**config.mk**
```make
export PLATFORM = sky130hd
export DESIGN_NAME = adc_pwr_host
export DESIGN_NICKNAME = d
export VERILOG_FILES = /design/src/rtl/adcph_pkg.sv /design/src/rtl/adcph_wake_timer.sv /design/src/rtl/adcph_frame.sv /design/src/rtl/adc_pwr_host.sv
export SDC_FILE = /design/constraint.sdc
export NUM_CORES = 1
export LEC_CHECK = 0
export BUFFER_PORTS_ARGS = -buffer_cell sky130_fd_sc_hd__buf_2
export CAP_MARGIN = 20
export CORE_ASPECT_RATIO = 1.2
export CORE_MARGIN = 10
export CORE_UTILIZATION = 25
export DETAILED_ROUTE_END_ITERATION = 16
export HOLD_SLACK_MARGIN = 0.03
export PLACE_DENSITY = 0.48
export SYNTH_ARGS = -nofsm -noshare
export SYNTH_HDL_FRONTEND = slang
export SYNTH_SLANG_ARGS = --single-unit
```
**constraint.sdc**
```tcl
create_clock -name clk -period 1.8 [get_ports clk]
set_clock_uncertainty 0.2 [all_clocks]
set_input_delay 0.27 -clock clk [delete_from_list [all_inputs] [get_ports clk]]
set_output_delay 0.27 -clock clk [all_outputs]
set_load 0.1 [all_outputs]
```
**src/rtl/adcph_pkg.sv**
```systemverilog
package adcph_pkg;
  localparam int FRAME_BITS = 16;
  localparam int CTL_BITS   = 12;
  localparam int CHAN_BITS  = 4;
  localparam int DATA_BITS  = 12;

  typedef enum logic [1:0] {ST_IDLE, ST_WAKE, ST_CONV, ST_OUT} ctl_st_t;
  typedef enum logic [1:0] {FR_IDLE, FR_RUN, FR_GAP} fr_st_t;

  // Control word: WRITE, SEQ, ADDR[3:0], PM1, PM0, SHADOW, WEAK, RANGE, CODING, pad x4
  function automatic logic [FRAME_BITS-1:0] build_ctl(
    input logic [CHAN_BITS-1:0] chan,
    input logic                 pm0,
    input logic                 range_b,
    input logic                 coding_b);
    logic [CTL_BITS-1:0] w;
    w = {1'b1, 1'b0, chan, 1'b0, pm0, 1'b0, 1'b0, range_b, coding_b};
    return {w, {(FRAME_BITS-CTL_BITS){1'b0}}};
  endfunction
endpackage

```
**src/rtl/adcph_wake_timer.sv**
```systemverilog
module adcph_wake_timer #(
  parameter int WAKE_CYC = 125
) (
  input  logic clk,
  input  logic rst,
  input  logic restart,
  output logic expired
);
  localparam int WW = (WAKE_CYC < 2) ? 1 : $clog2(WAKE_CYC + 1);
  localparam logic [WW-1:0] LAST = WW'(WAKE_CYC - 1);

  logic [WW-1:0] cnt;

  always_ff @(posedge clk) begin
    if (rst)            cnt <= LAST;
    else if (restart)   cnt <= '0;
    else if (cnt != LAST) cnt <= cnt + 1'b1;
  end

  assign expired = (cnt == LAST);

  // a freshly restarted interval is never already over (when longer than one cycle)
  p_restart_r8: assert property (@(posedge clk) disable iff (rst)
    (restart && WAKE_CYC > 1) |=> !expired);
endmodule

```
**src/rtl/adcph_frame.sv**
```systemverilog
module adcph_frame
  import adcph_pkg::*;
#(
  parameter int SCLK_HALF = 2
) (
  input  logic                  clk,
  input  logic                  rst,
  input  logic                  start,
  input  logic [FRAME_BITS-1:0] tx_word,
  output logic                  idle,
  output logic                  done,
  output logic [FRAME_BITS-1:0] rx_word,
  output logic                  cs_n,
  output logic                  sclk,
  output logic                  mosi,
  input  logic                  miso
);
  localparam int HW   = (SCLK_HALF < 2) ? 1 : $clog2(SCLK_HALF);
  localparam int BW   = $clog2(FRAME_BITS + 1);
  localparam int GAPC = 2 * SCLK_HALF;
  localparam int GW   = $clog2(GAPC + 1);

  fr_st_t                st;
  logic [HW-1:0]         hcnt;
  logic [BW-1:0]         bcnt;
  logic [GW-1:0]         gcnt;
  logic [FRAME_BITS-1:0] sh_tx, sh_rx;

  always_ff @(posedge clk) begin
    if (rst) begin
      st <= FR_IDLE; cs_n <= 1'b1; sclk <= 1'b1; mosi <= 1'b0;
      hcnt <= '0; bcnt <= '0; gcnt <= '0;
      sh_tx <= '0; sh_rx <= '0; rx_word <= '0; done <= 1'b0;
    end else begin
      done <= 1'b0;
      case (st)
        FR_IDLE: if (start) begin
          cs_n  <= 1'b0;
          mosi  <= tx_word[FRAME_BITS-1];
          sh_tx <= tx_word << 1;
          hcnt  <= '0;
          bcnt  <= '0;
          st    <= FR_RUN;
        end
        FR_RUN: begin
          if (hcnt == HW'(SCLK_HALF - 1)) begin
            hcnt <= '0;
            if (sclk) begin
              sclk  <= 1'b0;
              sh_rx <= {sh_rx[FRAME_BITS-2:0], miso};
              bcnt  <= bcnt + 1'b1;
            end else begin
              sclk <= 1'b1;
              if (bcnt == BW'(FRAME_BITS)) begin
                cs_n    <= 1'b1;
                rx_word <= sh_rx;
                done    <= 1'b1;
                gcnt    <= '0;
                st      <= FR_GAP;
              end else begin
                mosi  <= sh_tx[FRAME_BITS-1];
                sh_tx <= sh_tx << 1;
              end
            end
          end else begin
            hcnt <= hcnt + 1'b1;
          end
        end
        FR_GAP: begin
          if (gcnt == GW'(GAPC - 1)) st <= FR_IDLE;
          else                       gcnt <= gcnt + 1'b1;
        end
        default: st <= FR_IDLE;
      endcase
    end
  end

  assign idle = (st == FR_IDLE);

  // Checker state, kept apart from the frame logic
  logic          cs_d, sclk_d;
  logic [BW:0]   chk_falls;
  logic [GW:0]   chk_hi;

  always_ff @(posedge clk) begin
    if (rst) begin
      cs_d <= 1'b1; sclk_d <= 1'b1; chk_falls <= '0; chk_hi <= (GW+1)'(GAPC + 1);
    end else begin
      cs_d   <= cs_n;
      sclk_d <= sclk;
      if (cs_d && !cs_n)                chk_falls <= '0;
      else if (sclk_d && !sclk && !cs_n) chk_falls <= chk_falls + 1'b1;
      if (!cs_n)                          chk_hi <= '0;
      else if (chk_hi != (GW+1)'(GAPC + 1)) chk_hi <= chk_hi + 1'b1;
    end
  end

  p_frame_len_r2: assert property (@(posedge clk) disable iff (rst)
    (!cs_d && cs_n) |-> (chk_falls == (BW+1)'(FRAME_BITS)));

  p_cs_gap_r7: assert property (@(posedge clk) disable iff (rst)
    (cs_d && !cs_n) |-> (chk_hi >= (GW+1)'(GAPC)));

  p_mosi_hold_r10: assert property (@(posedge clk) disable iff (rst)
    (!sclk && $past(!sclk)) |-> $stable(mosi));
endmodule

```
**src/rtl/adc_pwr_host.sv**
```systemverilog
module adc_pwr_host
  import adcph_pkg::*;
#(
  parameter int       SCLK_HALF  = 2,
  parameter int       WAKE_CYC   = 125,
  parameter bit       RANGE_BIT  = 1'b0,
  parameter bit       CODING_BIT = 1'b1
) (
  input  logic        clk,
  input  logic        rst,
  input  logic        req_valid,
  output logic        req_ready,
  input  logic [3:0]  req_chan,
  input  logic        req_mode,
  output logic        cs_n,
  output logic        sclk,
  output logic        mosi,
  input  logic        miso,
  output logic        res_valid,
  input  logic        res_ready,
  output logic [3:0]  res_chan,
  output logic [11:0] res_data
);
  localparam int SW = $clog2(WAKE_CYC + 2);

  ctl_st_t               st;
  logic [CHAN_BITS-1:0]  chan_q;
  logic                  mode_q;
  logic                  fr_start, fr_idle, fr_done, got_done, wake_rs, wake_exp;
  logic [FRAME_BITS-1:0] tx_q, fr_rx;

  adcph_frame #(.SCLK_HALF(SCLK_HALF)) u_frame (
    .clk(clk), .rst(rst), .start(fr_start), .tx_word(tx_q),
    .idle(fr_idle), .done(fr_done), .rx_word(fr_rx),
    .cs_n(cs_n), .sclk(sclk), .mosi(mosi), .miso(miso));

  adcph_wake_timer #(.WAKE_CYC(WAKE_CYC)) u_wake (
    .clk(clk), .rst(rst), .restart(wake_rs), .expired(wake_exp));

  assign req_ready = (st == ST_IDLE) && fr_idle;

  always_ff @(posedge clk) begin
    if (rst) begin
      st <= ST_IDLE; chan_q <= '0; mode_q <= 1'b0; tx_q <= '0;
      fr_start <= 1'b0; wake_rs <= 1'b0; got_done <= 1'b0;
      res_valid <= 1'b0; res_chan <= '0; res_data <= '0;
    end else begin
      fr_start <= 1'b0;
      wake_rs  <= 1'b0;
      case (st)
        ST_IDLE: if (req_valid && req_ready) begin
          chan_q   <= req_chan;
          mode_q   <= req_mode;
          tx_q     <= '0;          // keep-state wake frame
          fr_start <= 1'b1;
          wake_rs  <= 1'b1;
          got_done <= 1'b0;
          st       <= ST_WAKE;
        end
        ST_WAKE: begin
          if (fr_done) got_done <= 1'b1;
          if (got_done && fr_idle && wake_exp) begin
            tx_q     <= build_ctl(chan_q, mode_q, RANGE_BIT, CODING_BIT);
            fr_start <= 1'b1;
            got_done <= 1'b0;
            st       <= ST_CONV;
          end
        end
        ST_CONV: if (fr_done) begin
          res_valid <= 1'b1;
          res_chan  <= fr_rx[FRAME_BITS-1 -: CHAN_BITS];
          res_data  <= fr_rx[DATA_BITS-1:0];
          st        <= ST_OUT;
        end
        ST_OUT: if (res_ready) begin
          res_valid <= 1'b0;
          st        <= ST_IDLE;
        end
        default: st <= ST_IDLE;
      endcase
    end
  end

  // Checker: cycles since the latest chip-select fall
  logic          cs_d;
  logic [SW-1:0] chk_since;
  always_ff @(posedge clk) begin
    if (rst) begin
      cs_d <= 1'b1; chk_since <= '0;
    end else begin
      cs_d <= cs_n;
      if (cs_d && !cs_n)                  chk_since <= '0;
      else if (chk_since != SW'(WAKE_CYC)) chk_since <= chk_since + 1'b1;
    end
  end

  p_wake_gap_r8: assert property (@(posedge clk) disable iff (rst)
    (cs_d && !cs_n && st == ST_CONV) |-> (chk_since >= SW'(WAKE_CYC)));

  p_res_hold_r6: assert property (@(posedge clk) disable iff (rst)
    (res_valid && !res_ready) |=> (res_valid && $stable(res_chan) && $stable(res_data)));

  p_busy_r9: assert property (@(posedge clk) disable iff (rst)
    res_valid |-> !req_ready);

  p_res_drop_r6: assert property (@(posedge clk) disable iff (rst)
    (res_valid && res_ready) |=> !res_valid);
endmodule

```
==> impl_metrics.py, run 1 <==
metrics = {
    "run_status": {
        "status": "finished with violations",
        "violations": "setup timing",
    },
    "grt": {
        "antenna_found_initial": 0,
        "globalRoute.totalOverflow": 0,
        "groute.usage.overall_pct": 8.644,
        "grt_pass1_vias": 3152,
        "grt_pass1_wl_um": 14860,
        "grt_max_degree": 34,
    },
    "critical_path": {
        "path_class": "flip-flop to flip-flop",
        "crit_family": "compound AO/OA/AOI/OAI gates",
        "slowest_stage": "or3b_4",
        "arrival_ns": 1.95,
        "critPathBufInv": 1,
        "crit_chain": "or3b_4 > a222oi_1 > buf_4 > a21oi_2 > a311oi_2",
        "crit_path_max_fanout": 4,
        "critPathRequiredTime_ns": 1.84,
        "slowest_delay_ns": 0.40,
        "start_kind": "flip-flop",
        "crit_path_end_kind": "flip-flop",
    },
    "clock_network": {
        "cts_tree": "yes",
        "htree_num_levels": 3,
        "numCtsBuffers": 9,
        "numClockSinks": 98,
        "clockBufferDepth": 2,
        "worstSkewPairLatency_ns": 0.34,
        "root_buffer": "clkbuf_16",
        "cts.clk_slew.worst_paths_ns": 0.06,
    },
    "floorplan": {
        "start_util_pct": 25.39,
        "core_area_mm2": 0.01496,
        "std_cell_rows": 49,
        "die_w_um": 132.5,
        "fp.dieArea_mm2": 0.02055,
        "die_h_um": 155.0,
        "io_pins": 31,
    },
    "logic_synthesis": {
        "yosysUniqueCellTypes": 52,
        "async_flop_share_pct": 0,
        "syn_inst": 408,
        "yosysWarningCount": 0,
        "syn_area_mm2": 0.003799,
        "synth-edff-count": 0,
        "ys.flop_type": "dfxtp_1",
        "synthesis.nets": 428,
        "synth_area_per_cell_um2": 9.310,
        "synth-seq-cells": 98,
        "ys_seq_area_share_pct": 51.65,
    },
    "worst_hold_path": {
        "hold_path_class": "input pin to flip-flop",
    },
    "layout": {
        "fin_util_pct": 35.20,
        "drive_gt1_share_pct": 32.13,
        "n_fill_cell": 1600,
        "fin_area_mm2": 0.005266,
        "num_antenna_cells": 0,
        "nNetsFinal": 513,
        "layoutNonFillerInstCount": 702,
        "area_growth_pct": 38.64,
    },
    "placed_design": {
        "io_buffers": 30,
        "gp_congestion": 0.7541,
        "placedCellCount": 664,
        "hpwl_um": 6121,
        "dpl_cell_area_mm2": 0.004566,
    },
    "route": {
        "dr.max_layer_used": "met4",
        "drt_iter0_drc": 151,
        "routedWlPerCell_um": 12.78,
        "drc_errors": 0,
        "ant_nets": 0,
        "wl_um": 8969,
        "dr.pass1.iters": 4,
        "wl_met2_um": 4513,
        "vias": 3135,
        "met1_length_um": 3882,
        "detail_route.vias_per_cell": 4.466,
        "wl_met3_um": 431,
    },
    "power_and_ir_drop": {
        "netSwitchingFraction_pct": 30.00,
        "p_int_mw": 4.360,
        "clockPowerShare_pct": 31.6,
        "p_sw_mw": 1.868,
        "irDropWorstVdd_uv": 1204,
        "leakagePower_nw": 2.072,
        "pwr-share-seq_pct": 38.8,
        "power_density_mw_per_mm2": 1183,
        "combPwrFrac_pct": 29.6,
    },
    "timing": {
        "fin_crit_sh_pct": 106.0,
        "maxSlewHeadroom_pct": 66.85,
        "finalCriticalPeriod_ns": 1.907,
        "hold_slack_ns": 0.1285,
        "setup_viol": 32,
        "hold_violations": 0,
        "slew_violations": 0,
        "max_freq_ghz": 0.5243,
        "rsz0062_at_grt": "true",
        "tightest_slew_ns": 0.4847,
        "fin_ws_ns": -0.1074,
    },
    "run": {
        "cap_viol_max_count": 0,
    },
}
[placed cells by master, fill, tap and decap left out, drive strengths merged, types with 2 or more instances in the layout]
cell type,netlist,final
inv,13,15
a2bb2oi,2,2
a22o,21,21
nor3,3,3
buf,12,89
a21oi,48,48
nand4,2,2
ha,10,10
nor2,25,25
and2,3,3
a21o,2,2
mux2i,13,13
nand2,76,76
dlygate4sd3,0,6
nor3b,2,2
and3,2,2
a2111oi,2,2
o21ai,10,10
dfxtp,98,98
or3,2,2
clkbuf,10,14
xor2,7,7
o22ai,2,2
a211oi,7,7
nand3,3,3
o32ai,2,2
o2111ai,3,3
or3b,4,4
o31ai,4,4
nand2b,3,3
[metal layers]
layer  track usage (%)  vias to the layer above
li1                  -                     1598
met1             9.385                     1478
met2             15.11                       46
met3             3.061                       13
met4             3.305                        0
met5                 0                        -
[worst paths after layout]
check | slack, ns | cells past startpoint | from | end
min | 0.13 | 2 | rst | u_frame.gcnt[0]$_SDFFE_PP0P_
min reg2reg | 0.25 | 2 | res_data[3]$_SDFFE_PP0P_ | res_data[3]$_SDFFE_PP0P_
max | -0.11 | 5 | u_frame.st[1]$_SDFFE_PP0P_ | st[0]$_SDFFE_PP0P_
max reg2reg | -0.11 | 5 | u_frame.st[1]$_SDFFE_PP0P_ | st[0]$_SDFFE_PP0P_
[power by group through the flow]
stage | Sequential, mW | Clock, mW | Combinational, mW
6_report | 2.42 | 1.97 | 1.84
5_1_grt | 2.44 | 2.12 | 2.00
4_1_cts | 2.41 | 2.02 | 1.64
3_5_place_dp | 2.47 | 0 | 1.47
3_3_place_gp | 2.46 | 0 | 1.43
2_1_floorplan | 2.52 | 0 | 0.881
[flip-flops by register name, summed over array words and instances, names as in the netlist, 2 cells and up]
register,flops
u_frame.rx_word,16
u_frame.sh_rx,16
res_data,12
u_frame.sh_tx,11
u_wake.cnt,7
tx_q,6
u_frame.bcnt,5
chan_q,4
res_chan,4
u_frame.gcnt,3
st,2
u_frame.st,2
[repair_timing]
| item | in CTS | in global routing |
|---|---|---|
| pin swaps | 8 | 17 |
| buffers inserted | 8 | 11 |
| gates resized for setup | 26 | 27 |
| cloned | 1 | 1 |
| hold buffers | 6 | 0 |
| hold endpoints to repair | 6 | 0 |
| setup endpoints to repair | 39 | 64 |
[cell families (layout without fill, tap and decap cells)]
family	Yosys count	count (layout)	synth area share, %
and+or+nand+nor	134	134	16.37
buffers and inverters	36	126	3.821
AOI/OAI and AO/OA	109	109	19.60
DFF	98	98	51.65
xor gates and xnor gates	8	8	1.845
muxes	13	13	3.425
adders and majority gates	10	10	3.294
[worst register-to-register path, cell delays in order, from the launching register on]
cell	delay (ns)
dfxtp_2	0.34
or3b_4	0.40
a222oi_1	0.39
buf_4	0.19
a21oi_2	0.05
a311oi_2	0.25
[layout make-up]
type | count | area (um2) | area share (%)
clock buffer | 13 | 260.3 | 4.942
clock inverter | 3 | 45.04 | 0.8553
inverter | 14 | 52.55 | 0.9979
multi-input combinational | 274 | 1914 | 36.35
sequential | 98 | 1973 | 37.47
tap | 204 | 255.2 | 4.847
timing repair buffer | 96 | 765.7 | 14.54
[synthesized netlist by cell type (4+ instances only)]
master     n  area [um2]
buf_2      8       40.04
nand2_1   75       281.5
xor2_1     7       61.31
nor2_1    25       93.84
a22o_1    21       183.9
dfxtp_1   98        1962
mux2i_1   13       130.1
a21oi_1   48       240.2
clkbuf_1  10       37.54
a211oi_1   7       52.55
inv_1     13       48.80
buf_1      4       15.01
ha_1      10       125.1
o21ai_0   10       50.05
[stage by stage]
step                      setup slack, ns  power (mW)  TNS [ns]
after floorplan                  -0.07386       3.399   -0.2237
after global placement           -0.05522       3.890   -0.5001
after detailed placement          -0.1411       3.933    -1.631
after CTS                        -0.09163       6.079    -1.797
after global routing              -0.1920       6.553    -5.989
final                             -0.1074       6.229    -1.897
Power figures use the tool's default switching activity.
==> run 2: changes to the inputs <==
--- a/config.mk
+++ b/config.mk
@@ -5,6 +5,7 @@
 export SDC_FILE = /design/constraint.sdc
 export NUM_CORES = 1
 export LEC_CHECK = 0
+export ABC_AREA = 1
 export BUFFER_PORTS_ARGS = -buffer_cell sky130_fd_sc_hd__buf_2
 export CAP_MARGIN = 20
 export CORE_ASPECT_RATIO = 1.2
@@ -13,6 +14,7 @@
 export DETAILED_ROUTE_END_ITERATION = 16
 export HOLD_SLACK_MARGIN = 0.03
 export PLACE_DENSITY = 0.48
+export SKIP_LAST_GASP = 1
 export SYNTH_ARGS = -nofsm -noshare
 export SYNTH_HDL_FRONTEND = slang
 export SYNTH_SLANG_ARGS = --single-unit
==> run 2 against run 1 <==
The run now ends clean. Setup slack gained 0.18 ns. Combinational power is 17% lower. Utilization down 3.5 points. Wire length increased by 3.3%. Total power fell by 3.7%. Via count up 14%. Global-route usage grew 0.41 points. Sequential power grew 4%. Maximum frequency up 10%. Synthesized area up 6.2%. Clock power is essentially flat. Highest routed layer unchanged.
==> impl_metrics.py, run 2 <==
metrics = {
    "run": {
        "cap_viol_max_count": 0,
    },
    "critical_path": {
        "slowest_stage": "dfxtp_2",
        "path_class": "flip-flop to output port",
        "crit_path_end_kind": "output port",
        "crit_path_max_fanout": 4,
        "slowest_delay_ns": 0.34,
        "critPathMostFrequentCell": "inv_2",
        "critPathRequiredTime_ns": 1.33,
        "critPathBufInv": 3,
        "start_kind": "flip-flop",
        "crit_chain": "inv_2 > ha_4 > inv_2 > nor2_4 > buf_12",
        "arrival_ns": 1.26,
        "crit_family": "flip-flops",
    },
    "layout": {
        "layout_commonest_cell": "nand2_1",
        "fin_area_mm2": 0.004972,
        "layoutNonFillerInstCount": 811,
        "multi_input_area_mm2": 0.001838,
        "area_growth_pct": 23.22,
        "regArea_mm2": 0.001968,
        "num_antenna_cells": 0,
        "n_fill_cell": 1734,
        "fin_util_pct": 31.67,
        "nNetsFinal": 618,
        "largestRegisters": "u_frame.rx_word x16, u_frame.sh_rx x16, res_data x12",
        "mostFrequentLayoutCells": "136 x nand2_1, 93 x dfxtp_1, 75 x nor2_1",
        "drive_gt1_share_pct": 15.92,
    },
    "timing": {
        "tightest_slew_ns": 0.5091,
        "setup_viol": 0,
        "fin_crit_sh_pct": 96.14,
        "finalSetupTns_ns": 0,
        "max_freq_ghz": 0.5779,
        "hold_violations": 0,
        "rsz0062_at_grt": "false",
        "slew_violations": 0,
        "finalCriticalPeriod_ns": 1.730,
        "maxSlewHeadroom_pct": 66.30,
        "fin_ws_ns": 0.06957,
    },
    "logic_synthesis": {
        "yosysUniqueCellTypes": 24,
        "ys.flop_type": "dfxtp_1",
        "async_flop_share_pct": 0,
        "yosysWarningCount": 0,
        "synth.area.top_cells": "dfxtp_1 49%, nand2_1 13%, nor2_1 7.3%",
        "post-synth-top-count-cell": "nand2_1",
        "synth_top_cells_by_count": "138 x nand2_1, 98 x dfxtp_1, 79 x nor2_1",
        "yosysTopAreaCellShare_pct": 48.62,
        "synth_top_cell_by_area": "dfxtp_1",
        "synth-edff-count": 0,
        "syn_inst": 548,
        "syn_area_mm2": 0.004035,
        "synth_area_per_cell_um2": 7.363,
        "ys_seq_area_share_pct": 48.62,
        "synthesis.nets": 568,
        "synth-seq-cells": 98,
    },
    "floorplan": {
        "core_area_mm2": 0.01570,
        "die_w_um": 136.0,
        "die_h_um": 159.2,
        "fp.dieArea_mm2": 0.02164,
        "std_cell_rows": 50,
        "start_util_pct": 25.70,
        "io_pins": 31,
    },
    "placed_design": {
        "gp_congestion": 0.7793,
        "io_buffers": 30,
        "place_ws_ns": -0.06532,
        "hpwl_um": 6816,
        "placedCellCount": 784,
        "dpl_cell_area_mm2": 0.004539,
    },
    "grt": {
        "globalRoute.totalOverflow": 0,
        "grt_pass1_wl_um": 16090,
        "grt_pass1_vias": 3560,
        "groute.usage.overall_pct": 9.049,
        "grt_max_degree": 37,
        "antenna_found_initial": 0,
    },
    "route": {
        "detail_route.vias_per_cell": 4.388,
        "dr.pass1.iters": 5,
        "routedWlPerCell_um": 11.42,
        "wl_um": 9261,
        "drt_iter0_drc": 188,
        "ant_nets": 0,
        "vias": 3559,
        "drc_errors": 0,
    },
    "clock_network": {
        "worstSkewPairLatency_ns": 0.35,
        "htree_num_levels": 3,
        "cts.clk_slew.worst_paths_ns": 0.06,
        "clockBufferDepth": 2,
        "numClockSinks": 98,
        "cts_tree": "yes",
        "numCtsBuffers": 9,
        "root_buffer": "clkbuf_16",
    },
    "power_and_ir_drop": {
        "power_density_mw_per_mm2": 1206,
        "irDropWorstVdd_uv": 523.6,
        "leakagePower_nw": 2.140,
    },
    "run_status": {
        "status": "completed",
    },
    "worst_hold_path": {
        "hold_path_class": "input pin to flip-flop",
    },
}
-- run 2: through the flow --
| step | hold WS (ns) | total power, mW |
|---|---|---|
| 2_1_floorplan | 0.2136 | 3.624 |
| 3_3_place_gp | 0.2294 | 4.008 |
| 3_5_place_dp | 0.2314 | 4.039 |
| 4_1_cts | 0.03813 | 6.074 |
| 5_1_grt | 0.06240 | 6.389 |
| 6_report | 0.05362 | 5.995 |
-- run 2: what timing repair did --
action                                  4_1_cts  5_1_grt
endpoints found under the setup margin       17       40
gates resized for setup                       0       13
hold endpoints to repair                      6        0
setup buffers                                 4        1
pin swaps                                     2        2
hold buffers                                  6        0
-- run 2: area by class of cell --
class / count / share of cell area, %
Clock buffer: 13 / 5.234
Multi-Input combinational cell: 383 / 36.97
Tap cell: 208 / 5.234
Clock inverter: 3 / 0.9562
Timing Repair Buffer: 60 / 8.455
Sequential cell: 98 / 39.58
Inverter: 46 / 3.573
-- run 2: per-layer routing --
metal | GRT usage [%] | vias up | part of all wire (%)
met3 | 1.828 | 11 | 2.2
met4 | 4.704 | 0 | 2.1
met2 | 16.42 | 39 | 53
met5 | 0 | - | 0
met1 | 9.454 | 1645 | 43
li1 | - | 1864 | -
-- run 2: tightest hold or removal path, stage by stage --
cell     delay [ns]
buf_2          0.15
nand3_1        0.09
a21oi_1        0.05
-- run 2: final timing paths --
kind	cells past startpoint	from	slack [ns]	to
setup / recovery	5	st[1]$_SDFFE_PP0P_	0.07	req_ready
hold / removal	3	req_valid	0.05	chan_q[0]$_SDFFE_PP0P_
setup reg to reg	9	u_wake.cnt[0]$_SDFFE_PP0N_	0.17	tx_q[10]$_SDFFE_PP0P_
hold reg to reg	2	u_frame.rx_word[7]$_SDFFE_PP0P_	0.24	u_frame.rx_word[7]$_SDFFE_PP0P_
-- run 2: kinds of logic (layout without fill, tap and decap cells) --
group,after synthesis,count (layout),share of synthesized area (%)
AND/OR/NAND/NOR,294,294,31.16
flip-flops,98,98,48.62
AO/OA/AOI/OAI,79,79,10.23
buffers and inverters,67,122,6.884
adder cells (fa/ha/maj),10,10,3.101
-- run 2: power breakdown --
| group | leakage [nW] | switching [mW] | internal [mW] | total, mW |
|---|---|---|---|---|
| Sequential | 0.796 | 0.143 | 2.37 | 2.51 |
| Clock | 0.150 | 0.803 | 1.16 | 1.96 |
| Combinational | 1.19 | 0.966 | 0.557 | 1.52 |
